<file path="config.mk">
export PLATFORM = sky130hd
export DESIGN_NAME = dual_tmr8
export DESIGN_NICKNAME = d
export VERILOG_FILES = /design/src/rtl/dual_tmr8_pkg.sv /design/src/rtl/tmr_src_sel.sv /design/src/rtl/tmr_byte_counter.sv /design/src/rtl/dual_tmr8.sv
export SDC_FILE = /design/constraint.sdc
export NUM_CORES = 1
export LEC_CHECK = 0
export BUFFER_PORTS_ARGS = -buffer_cell sky130_fd_sc_hd__buf_2
export CORE_UTILIZATION = 24
export CTS_CLUSTER_SIZE = 8
export DETAILED_ROUTE_END_ITERATION = 10
export PLACE_DENSITY = 0.53
export SYNTH_ARGS = -nofsm -noshare
export SYNTH_HDL_FRONTEND = slang
export SYNTH_SLANG_ARGS = --single-unit
</file>
<file path="constraint.sdc">
create_clock -name clk -period 6.15 [get_ports clk]
set_input_delay 1.23 -clock clk [delete_from_list [all_inputs] [get_ports clk]]
set_output_delay 1.23 -clock clk [all_outputs]
set_load 0.02 [all_outputs]
</file>
<file path="src/rtl/dual_tmr8_pkg.sv">
// Package: shared mode codes for the dual interval timer.
// Assumes a 2-bit mode field; only one code selects cascading.
package dual_tmr8_pkg;
    typedef enum logic [1:0] {
        MODE_SPLIT = 2'b00,
        MODE_CASC  = 2'b01,
        MODE_RSV2  = 2'b10,
        MODE_RSV3  = 2'b11
    } tmr_mode_e;
endpackage

</file>
<file path="src/rtl/tmr_src_sel.sv">
// Upper-lane source selector: select 0 routes the cascade event,
// other values route the matching prescaled tick.
// Assumes tick bit 0 is not reachable from this lane, so it is not an input.
module tmr_src_sel #(
    parameter int NT = 4,
    localparam int SW = $clog2(NT)
) (
    input  logic [NT-1:1] ticks,
    input  logic [SW-1:0] sel,
    input  logic          casc_ev,
    output logic          src
);
    logic [NT-1:0] pool;

    // Build the candidate list and pick one entry.
    always_comb begin
        pool = {ticks, casc_ev};
        src  = pool[sel];
    end
endmodule

</file>
<file path="src/rtl/tmr_byte_counter.sv">
// One counter lane: steps on inc, clears on clr or when run is low.
// eq reports that the stepped value equals the compare input.
// Assumes inc and clr are single-cycle enables in the clk domain.
module tmr_byte_counter #(
    parameter int W = 8
) (
    input  logic         clk,
    input  logic         rst_n,
    input  logic         run,
    input  logic         inc,
    input  logic         clr,
    input  logic [W-1:0] cmp,
    output logic [W-1:0] cnt,
    output logic         eq
);
    logic [W-1:0] stepped;

    // Candidate next value and its comparison.
    always_comb begin
        stepped = cnt + {{(W-1){1'b0}}, inc};
        eq      = (stepped == cmp);
    end

    // Count register with hold-at-zero and clear.
    always_ff @(posedge clk) begin
        if (!rst_n)            cnt <= '0;
        else if (!run || clr)  cnt <= '0;
        else if (inc)          cnt <= stepped;
    end
endmodule

</file>
<file path="src/rtl/dual_tmr8.sv">
// Dual interval timer top: two counter lanes, split or cascaded into 16 bits.
// Assumes tick_in bits are one-cycle enables synchronous to clk.
// Match and interrupt outputs are registered at the edge that clears a lane.
module dual_tmr8
    import dual_tmr8_pkg::*;
#(
    parameter int CW = 8,
    parameter int NT = 4,
    localparam int SW = $clog2(NT)
) (
    input  logic          clk,
    input  logic          rst_n,
    input  logic [NT-1:0] tick_in,
    input  logic [SW-1:0] sel_lo,
    input  logic [SW-1:0] sel_hi,
    input  logic [1:0]    mode,
    input  logic          run_lo,
    input  logic          run_hi,
    input  logic [CW-1:0] cmp_lo,
    input  logic [CW-1:0] cmp_hi,
    output logic [CW-1:0] cnt_lo,
    output logic [CW-1:0] cnt_hi,
    output logic          match_lo,
    output logic          match_hi,
    output logic          irq_lo,
    output logic          irq_hi
);
    localparam int LANES = 2;

    logic                      casc;
    logic [LANES-1:0]          run_v, inc_v, clr_v, eq_v;
    logic [LANES-1:0][CW-1:0]  cmp_v, cnt_v;
    logic                      tick_lo, src_hi;
    logic                      hit_lo, hit_hi, wrap_lo, full_hit;

    // Mode decode and per-lane run gating.
    always_comb begin
        casc     = (mode == MODE_CASC);
        run_v[0] = casc ? (run_lo & run_hi) : run_lo;
        run_v[1] = casc ? (run_lo & run_hi) : run_hi;
        cmp_v[0] = cmp_lo;
        cmp_v[1] = cmp_hi;
    end

    assign tick_lo = tick_in[sel_lo];

    tmr_src_sel #(.NT(NT)) u_src (
        .ticks   (tick_in[NT-1:1]),
        .sel     (sel_hi),
        .casc_ev (hit_lo),
        .src     (src_hi)
    );

    // Step enables, compare events and clears for both lanes.
    always_comb begin
        inc_v[0] = run_v[0] & tick_lo;
        hit_lo   = inc_v[0] & eq_v[0];
        wrap_lo  = inc_v[0] & (&cnt_v[0]);
        inc_v[1] = casc ? wrap_lo : (run_v[1] & src_hi);
        hit_hi   = inc_v[1] & eq_v[1];
        full_hit = inc_v[0] & eq_v[0] & eq_v[1];
        clr_v[0] = casc ? full_hit : hit_lo;
        clr_v[1] = casc ? full_hit : hit_hi;
    end

    for (genvar g = 0; g < LANES; g++) begin : g_lane
        tmr_byte_counter #(.W(CW)) u_cnt (
            .clk   (clk),
            .rst_n (rst_n),
            .run   (run_v[g]),
            .inc   (inc_v[g]),
            .clr   (clr_v[g]),
            .cmp   (cmp_v[g]),
            .cnt   (cnt_v[g]),
            .eq    (eq_v[g])
        );
    end

    assign cnt_lo = cnt_v[0];
    assign cnt_hi = cnt_v[1];

    // Registered event strobes, one cycle per match.
    always_ff @(posedge clk) begin
        if (!rst_n) begin
            match_lo <= 1'b0;
            match_hi <= 1'b0;
            irq_lo   <= 1'b0;
            irq_hi   <= 1'b0;
        end else begin
            match_lo <= hit_lo;
            irq_lo   <= hit_lo & ~casc;
            match_hi <= casc ? full_hit : hit_hi;
            irq_hi   <= casc ? full_hit : hit_hi;
        end
    end
endmodule

</file>
Yosys cells after proc, flatten, opt, wreduce, memory -nomap -nowiden
Cells that the tools add are included.

Register bits after elaboration: 19. Memories: 0. ROM bits: 0. Output and inout bits: 20. Latch bits: 0. Word-level logic and storage cells: 38. Memory bits (writable): 0.

$lt $le $gt $ge: 2. Multiplexer cells: 9. Multiply operators: 0. Bitwise logic cells: 10. $add $sub $neg: 2. Shift operators: 0. Equality and inequality tests: 3. Div/mod/pow operators: 0. Reduce and logical (&&, ||, !) cells: 7.

Operator list (number): $add 8x1->8 (2); $eq 8x8->1 (2); $and 1x1->1 (8); $reduce_and 8->1 (1); $mux 1 (7); $lt 2x3->1 const B (2); $bmux 1 s2 (2); $reduce_or 2->1 (2); $eq 2x1->1 const B (1); $logic_not 1->1 (2); $logic_or 1x1->1 (2); $not 1->1 (2).

Depth between registers and ports, before layout
Gate-level depths: netlist (run 1).

Depth after elaboration: 16. Mapped depth: 21. Gate-level depth less buffers: 20.

Hierarchy
Synthesis (run 1) repeated with hierarchy kept, for this count alone.

Cells, all modules: 170. Area total of the unflattened synthesis: 1485.2 um^2.

Modules (own cells, without submodules): tmr_byte_counter (instances 2, area each 614.3 um^2, cells each 71); dual_tmr8 (instances 1, area each 234.0 um^2, cells each 27); tmr_src_sel (instances 1, area each 22.5 um^2, cells each 1).

Least setup slack after synthesis (run 1)
OpenSTA, ideal clock, no wires.

Kind: input-to-reg. From: in sel_lo[0]. To: reg g_lane[1].u_cnt.cnt[2]. Setup slack: 668 ps. Arrival: 5347 ps. Setup time: 134 ps. Stages on the path: 21. Buffers on the path: 1. Cell sequence: mux4_2 -> o211ai_4 -> inv_2 -> ha_1 -> ha_1 -> xor2_1 -> xnor2_1 -> nand3_1 -> nor4_2 -> a21oi_2 -> buf_6 -> nand2_1 -> ha_1 -> ha_1 -> or3b_2 -> a21oi_1 -> a311oi_1 -> nor3_1 -> a41oi_1 -> o221ai_2 -> a31oi_1.

Longest elaborated chain between the ends: 16. Elaborated cells on any way between the ends: 18. Classes of those cells: add/sub: 2; eq/ne: 2; mux: 6; bitwise: 6; reduce/logical: 2.

Ends and longest elaborated chain: from (decl) (RTL line dual_tmr8.sv:14) `input logic [SW-1:0] sel_lo,`; $bmux 1 s2 (*) (RTL line dual_tmr8.sv:45) `assign tick_lo = tick_in[sel_lo];`; $mux 1 (not written as such) (*) (RTL line dual_tmr8.sv:45); $and 1x1->1 (*) (RTL line dual_tmr8.sv:56) `inc_v[0] = run_v[0] & tick_lo;`; named net g_lane[0].u_cnt.inc (RTL line tmr_byte_counter.sv:10) `input logic inc,`; $add 8x1->8 (RTL line tmr_byte_counter.sv:20) `stepped = cnt + {{(W-1){1'b0}}, inc};`; $eq 8x8->1 (RTL line tmr_byte_counter.sv:21) `eq = (stepped == cmp);`; $and 1x1->1 (RTL line dual_tmr8.sv:57, dual_tmr8.sv:61); $bmux 1 s2 (RTL line tmr_src_sel.sv:18) `src = pool[sel];`; $mux 1 (not written as such) (RTL line tmr_src_sel.sv:18); $and 1x1->1 (RTL line dual_tmr8.sv:59) `inc_v[1] = casc ? wrap_lo : (run_v[1] & src_hi);`; $mux 1 (RTL line dual_tmr8.sv:59); $add 8x1->8 (RTL line tmr_byte_counter.sv:20); $eq 8x8->1 (RTL line tmr_byte_counter.sv:21); $and 1x1->1, on equally long branches (RTL line dual_tmr8.sv:60, dual_tmr8.sv:61); $mux 1 (RTL line dual_tmr8.sv:63) `clr_v[1] = casc ? full_hit : hit_hi;`; $logic_or 1x1->1 (RTL line tmr_byte_counter.sv:27) `else if (!run || clr) cnt <= '0;`; $reduce_or 2->1 (no source line); to (signal assigned) (RTL line tmr_byte_counter.sv:28) `else if (inc) cnt <= stepped;`; to (decl) (RTL line tmr_byte_counter.sv:13) `output logic [W-1:0] cnt,`.

The timed path passes the listed nets; every way through them passes the cells marked *. The select of a mux whose other input is x is not followed. A chain may end at the register's enable or synchronous reset.

Worst setup path in the final report (run 1)
From: in sel_lo[0]. To: reg g_lane[1].u_cnt.cnt[0].

Same word-level chain as after synthesis.

==> results of run 1 <==
==> final timing paths <==
kind / slack [ns] / cells past startpoint / endpoint / start
setup / recovery: 0.70 / 21 / g_lane[1].u_cnt.cnt[0] / sel_lo[0]
hold reg to reg: 0.52 / 2 / g_lane[0].u_cnt.cnt[0] / g_lane[0].u_cnt.cnt[0]
hold / removal: 0.52 / 2 / g_lane[0].u_cnt.cnt[0] / g_lane[0].u_cnt.cnt[0]
setup reg to reg: 2.01 / 16 / g_lane[1].u_cnt.cnt[0] / g_lane[0].u_cnt.cnt[0]
==> state kept, by name, summed over array words and instances, names as in the netlist <==
name              flops
irq_lo                1
irq_hi                1
match_lo              1
g_lane.u_cnt.cnt     16
==> worst min-delay path, stage by stage (launching register included) <==
cell	delay [ns]
dfxtp_1	0.35
nand2_1	0.07
a21oi_1	0.06
==> Yosys cell counts, types with 3 or more instances <==
master,n
nand2b_1,4
ha_1,5
nand3_1,15
a31oi_1,4
buf_4,3
dfxtp_1,19
inv_1,5
nand4_1,5
nand2_1,18
xor2_1,7
nor2_1,17
xnor2_1,17
nor3_1,7
or3_1,5
o21ai_0,7
a21oi_1,15
==> power groups by stage <==
stage | sequential (mW) | combinational [mW] | clock, mW
4_1_cts | 0.123 | 0.0458 | 0.0951
5_1_grt | 0.123 | 0.0507 | 0.0998
6_report | 0.123 | 0.0455 | 0.0949
2_1_floorplan | 0.126 | 0.0263 | 0
3_3_place_gp | 0.126 | 0.0457 | 0
3_5_place_dp | 0.126 | 0.0455 | 0
==> stage by stage <==
stage | setup WS, ns | cell area [um2] | utilization (%)
6_report | 0.705 | 1870 | 31.1
5_1_grt | 0.368 | 1870 | 31.1
4_1_cts | 0.658 | 1870 | 31.1
3_5_place_dp | 0.373 | 1820 | 30.4
3_3_place_gp | 0.516 | 1820 | 30.4
2_1_floorplan | 0.668 | 1500 | -
==> kinds of logic after synthesis <==
| kind of cell | synth area share (%) |
|---|---|
| buf+inv | 5.34 |
| compound gates | 18.9 |
| fa+ha+maj | 4.17 |
| flops | 25.4 |
| xor+xnor | 14.0 |
| simple gates | 29.4 |
| mux | 2.84 |
==> metal layers <==
metal  vias to the layer above  track usage [%]
li1                        791                -
met2                        32             19.7
met3                         4             2.25
met5                         -                0
met1                       679             16.9
met4                         0             3.21
==> layout make-up <==
cell class | instances | area (um2) | share of cell area (%)
Multi-Input combinational cell | 158 | 1040 | 55.7
Clock inverter | 1 | 5.00 | 0.268
Clock buffer | 3 | 41.3 | 2.21
Tap cell | 75 | 93.8 | 5.03
Inverter | 6 | 22.5 | 1.21
Timing Repair Buffer | 54 | 283 | 15.2
Sequential cell | 19 | 380 | 20.4
==> flow_summary.json, run 1 <==
{
  "worstSetupPathType": "input pin to flip-flop",
  "syn_area_per_cell_um2": 7.85,
  "ys_seq_elements": 19,
  "min_path_type": "flip-flop to flip-flop",
  "dr_wl_met2_um": 1760,
  "grt_pass1_vias": 1309,
  "start_util_pct": 25.0,
  "powerDensity_mw_per_mm2": 141,
  "ir_drop_mv": 0.0868,
  "wl_per_cell_um": 12.4,
  "hold_viol_final": 0,
  "fin_nets": 277,
  "yosysSeqAreaShare_pct": 25.4,
  "wl_met3_um": 190,
  "synth_nets": 226,
  "start_kind": "input pin",
  "critPathCaptureType": "flip-flop",
  "grt_overflow": 0,
  "vias": 1506,
  "clkPwrFrac_pct": 36.0,
  "avgViaCountPerCell": 4.77,
  "rsz0062_at_grt": "no",
  "power.total_mw": 0.264,
  "cts.clk_slew.worst_paths_ns": 0.09,
  "cp_common_cell": "ha_1",
  "final_common_cell": "buf_2",
  "numCtsBuffers": 3,
  "hold_buffers": 0,
  "switchingPower_mw": 0.0749,
  "critPathMaxStageDelay_ns": 0.52,
  "status": "finished, final reports clean",
  "areaGrowthSynthToFinish_pct": 24.4,
  "switching_share_pct": 28.4,
  "yosysTopAreaCell": "dfxtp_1",
  "grt_pass1_wl_um": 6160,
  "die_h_um": 81.1,
  "antenna_found_initial": 0,
  "grt_max_degree": 12,
  "tritoncts": "built",
  "topRoutingLayerUsed": "met4",
  "p_comb_share_pct": 17.3,
  "async_flop_share_pct": 0,
  "routed_wl_um": 3930,
  "placedCellCount": 312,
  "cap_viol_max_count": 0,
  "cp.required_ns": 6.29,
  "ctsResizeCount": 0,
  "crit_family": "simple AND/OR/NAND/NOR gates",
  "setup_viol": 0,
  "yosysTopAreaCellShare_pct": 25.4,
  "path_buf_inv": 2,
  "post-dp-hpwl_um": 3210,
  "pin_count": 50,
  "layout-drive-gt1-share_pct": 29.0,
  "layout_common_cells": "buf_2, dfxtp_1, nand2_1, xnor2_1, nor2_1",
  "fin_cells": 316,
  "dieWidth_um": 81.1,
  "netlist-cell-type-count": 49,
  "synth_ff_type": "dfxtp_1",
  "syn_inst": 191,
  "post-route-period-util_pct": 88.5,
  "cts.sinks": 19,
  "crit_slowest_cell": "mux4_2",
  "clock_latency_ns": 0.26,
  "synth_area_mm2": 0.00150,
  "detail-route-antenna-nets": 0,
  "first_pass_iters": 4,
  "cts_root_buffer": "clkbuf_8",
  "design.core.area_mm2": 0.00599,
  "min_period_ns": 5.45,
  "portBuffers": 49,
  "p_int_mw": 0.189,
  "worst_ep_arrival_time_ns": 5.59,
  "tightestPinTransition_ns": 0.587,
  "cts_buffer_depth": 2,
  "max_slew_margin_pct": 60.5,
  "h-tree-depth": 1,
  "holdWs_ns": 0.521,
  "synth_area_leaders": "dfxtp_1, xnor2_1, a21oi_1",
  "worstPathMaxFanout": 9,
  "rows": 28,
  "pwr-share-seq_pct": 46.7,
  "drv_slew": 0,
  "m1WireLength_um": 1940,
  "fin_skew_ns": 0.00407,
  "place_congestion": 0.868,
  "ys_warn_count": 0,
  "drtIter0Drc": 75,
  "nFillCells": 653,
  "setup_tns_ns": 0,
  "max_freq_mhz": 184,
  "postCtsSetupBuffers": 0,
  "fp.dieArea_mm2": 0.00657,
  "diodes": 0,
  "drc": 0,
  "worstPathCellList": "buf_2, mux4_2, o211ai_4, inv_2, ha_1, ha_1, xor2_1, xnor2_1, nand3_1, nor4_2, a21oi_2, nand2_1, ha_1, ha_1, or3b_2, a21oi_1, a311oi_1, nor3_1, a41oi_1, o221ai_2, a21oi_1",
  "grt_usage_pct": 12.3,
  "p_leak_nw": 0.744,
  "synth_edf_count": 0
}
Note: power is estimated with default switching activity, not from simulation.
==> run 2: changes to the inputs <==
CORE_UTILIZATION = 40   (was 24)
CTS_BUF_LIST = sky130_fd_sc_hd__clkbuf_8   (was default)
PLACE_DENSITY = 0.75   (was 0.53)
==> run 2 against run 1 <==
  * Non-clock buffer count decreased by 4
  * Core utilization increased by 21 points
  * Routed wire length decreased by 7.3%
  * Die area decreased by 39%
  * Sequential share of layout area increased by 0.71 points
  * Critical path depth unchanged
  * Largest cell class unchanged
==> flow_summary.json, run 2 (same netlist as run 1, synthesis figures left out) <==
{
  "antenna_found_initial": 0,
  "fin_nets": 273,
  "first_pass_iters": 4,
  "drv_slew": 0,
  "cts.clk_slew.worst_paths_ns": 0.08,
  "post-route-period-util_pct": 92.1,
  "grt_pass1_wl_um": 6350,
  "cts_buffer_depth": 2,
  "drc": 0,
  "rsz0062_at_grt": "no",
  "numCtsBuffers": 3,
  "max_slew_margin_pct": 62.6,
  "layout-drive-gt1-share_pct": 28.3,
  "critPathCaptureType": "flip-flop",
  "grt_pass1_vias": 1419,
  "routed_wl_um": 3640,
  "min_path_type": "flip-flop to flip-flop",
  "final_common_cell": "buf_2",
  "worstSetupPathType": "input pin to flip-flop",
  "pin_count": 50,
  "fin_skew_ns": 0.00319,
  "cp.required_ns": 6.28,
  "powerDensity_mw_per_mm2": 143,
  "regToRegStartpoint": "g_lane[0].u_cnt.cnt[0]",
  "ir_drop_mv": 0.0716,
  "nFillCells": 365,
  "worst_ep_arrival_time_ns": 5.79,
  "p_leak_nw": 0.728,
  "place_congestion": 0.826,
  "grt_usage_pct": 19.7,
  "clock_latency_ns": 0.26,
  "regToRegEndpoint": "g_lane[1].u_cnt.cnt[6]",
  "largest_register_ffs": 16,
  "rows": 21,
  "cts.sinks": 19,
  "h-tree-depth": 1,
  "setup_tns_ns": 0,
  "vias": 1537,
  "avgViaCountPerCell": 5.43,
  "post-dp-hpwl_um": 2860,
  "hold_buffers": 0,
  "max_freq_mhz": 177,
  "start_util_pct": 43.3,
  "final_util_pct": 52.0,
  "worstSetupStartpoint": "sel_lo[0]",
  "tightestPinTransition_ns": 0.556,
  "setup_viol": 0,
  "cts_root_buffer": "clkbuf_8",
  "cap_viol_max_count": 0,
  "detail-route-antenna-nets": 0,
  "layout_common_cells": "buf_2, dfxtp_1, nand2_1, xnor2_1, nor2_1",
  "worstPathMaxFanout": 11,
  "wl_per_cell_um": 12.9,
  "grt_overflow": 0,
  "reg2reg_slack_ns": 1.86,
  "diodes": 0,
  "die_h_um": 63.2,
  "status": "finished, final reports clean",
  "hold_viol_final": 0,
  "largest-register": "g_lane.u_cnt.cnt",
  "portBuffers": 49,
  "crit_end": "g_lane[1].u_cnt.cnt[6]",
  "drtIter0Drc": 87,
  "grt_max_degree": 12,
  "design.core.area_mm2": 0.00347,
  "min_period_ns": 5.66,
  "dieWidth_um": 63.2,
  "fp.dieArea_mm2": 0.00400,
  "r2r_cells": 16,
  "areaGrowthSynthToFinish_pct": 20.2,
  "min_path_cells": 2,
  "tritoncts": "built",
  "start_kind": "input pin"
}
==> run 2: changes by cell type in the layout (fill, tap and decap cells not counted) <==
cell	previous run	this run
buf_4	5	1
o21ai_1	2	1
o21ai_2	0	1
==> run 2: area by class of cell <==
class	instances	area, um2	share of cell area [%]
Clock buffer	3	41.3	2.29
Clock inverter	1	5.00	0.278
Inverter	6	22.5	1.25
Multi-Input combinational cell	158	1040	57.9
Sequential cell	19	380	21.1
Tap cell	46	57.6	3.19
Timing Repair Buffer	50	253	14.0
==> run 2: critical path, cell delays in order <==
cell and delay [ns]:
buf_2 0.09, mux4_2 0.53, o211ai_4 0.17, inv_2 0.11, ha_1 0.26, ha_1 0.23
xor2_1 0.18, xnor2_1 0.14, nand3_1 0.14, nor4_2 0.31, a21oi_2 0.21, nand2_1 0.10
ha_1 0.17, ha_1 0.24, or3b_2 0.47, a21oi_1 0.14, a311oi_1 0.07, nor3_1 0.30
a41oi_1 0.18, o221ai_2 0.42, a21oi_1 0.09
==> run 2: how the worst min path moves through the flow <==
stage | slack, ns | startpoint | to
2_1_floorplan | 0.56 | g_lane[1].u_cnt.cnt[0] | g_lane[1].u_cnt.cnt[0]
3_3_place_gp | 0.49 | g_lane[1].u_cnt.cnt[0] | g_lane[1].u_cnt.cnt[0]
3_5_place_dp | 0.49 | g_lane[1].u_cnt.cnt[0] | g_lane[1].u_cnt.cnt[0]
4_1_cts | 0.50 | g_lane[1].u_cnt.cnt[0] | g_lane[1].u_cnt.cnt[0]
5_1_grt | 0.53 | g_lane[1].u_cnt.cnt[1] | g_lane[1].u_cnt.cnt[1]
6_report | 0.50 | g_lane[1].u_cnt.cnt[0] | g_lane[1].u_cnt.cnt[0]
==> run 2: report_power, final <==
part           switching, mW  internal, mW  total [mW]
combinational         0.0245        0.0191      0.0436
clock                 0.0456        0.0451      0.0907
sequential          0.000153         0.123       0.123
==> run 2: routing by layer <==
layer,track usage [%],vias up,share of wire [%]
li1,-,772,-
met5,0,-,0
met2,32.3,54,47
met3,3.44,7,5.8
met4,7.39,0,1.8
met1,25.7,704,45
==> run 2: through the flow <==
| stage | total power, mW | setup slack [ns] | cells | instance area [um2] | hold WS, ns |
|---|---|---|---|---|---|
| 6_report | 0.258 | 0.486 | 283 | 1800 | 0.500 |
| 5_1_grt | 0.271 | 0.0504 | 283 | 1800 | 0.526 |
| 4_1_cts | 0.259 | 0.413 | 283 | 1800 | 0.499 |
| 3_5_place_dp | 0.169 | 0.148 | 279 | 1750 | 0.487 |
| 3_3_place_gp | 0.169 | 0.253 | 279 | 1750 | 0.487 |
| 2_1_floorplan | 0.153 | 0.668 | 191 | 1500 | 0.559 |
==> run 2: what timing repair did <==
action | CTS | global route
setup buffers | 0 | 0
hold endpoints to repair | 0 | 0
setup endpoints to repair | 0 | 5
gates resized for setup | 0 | 1
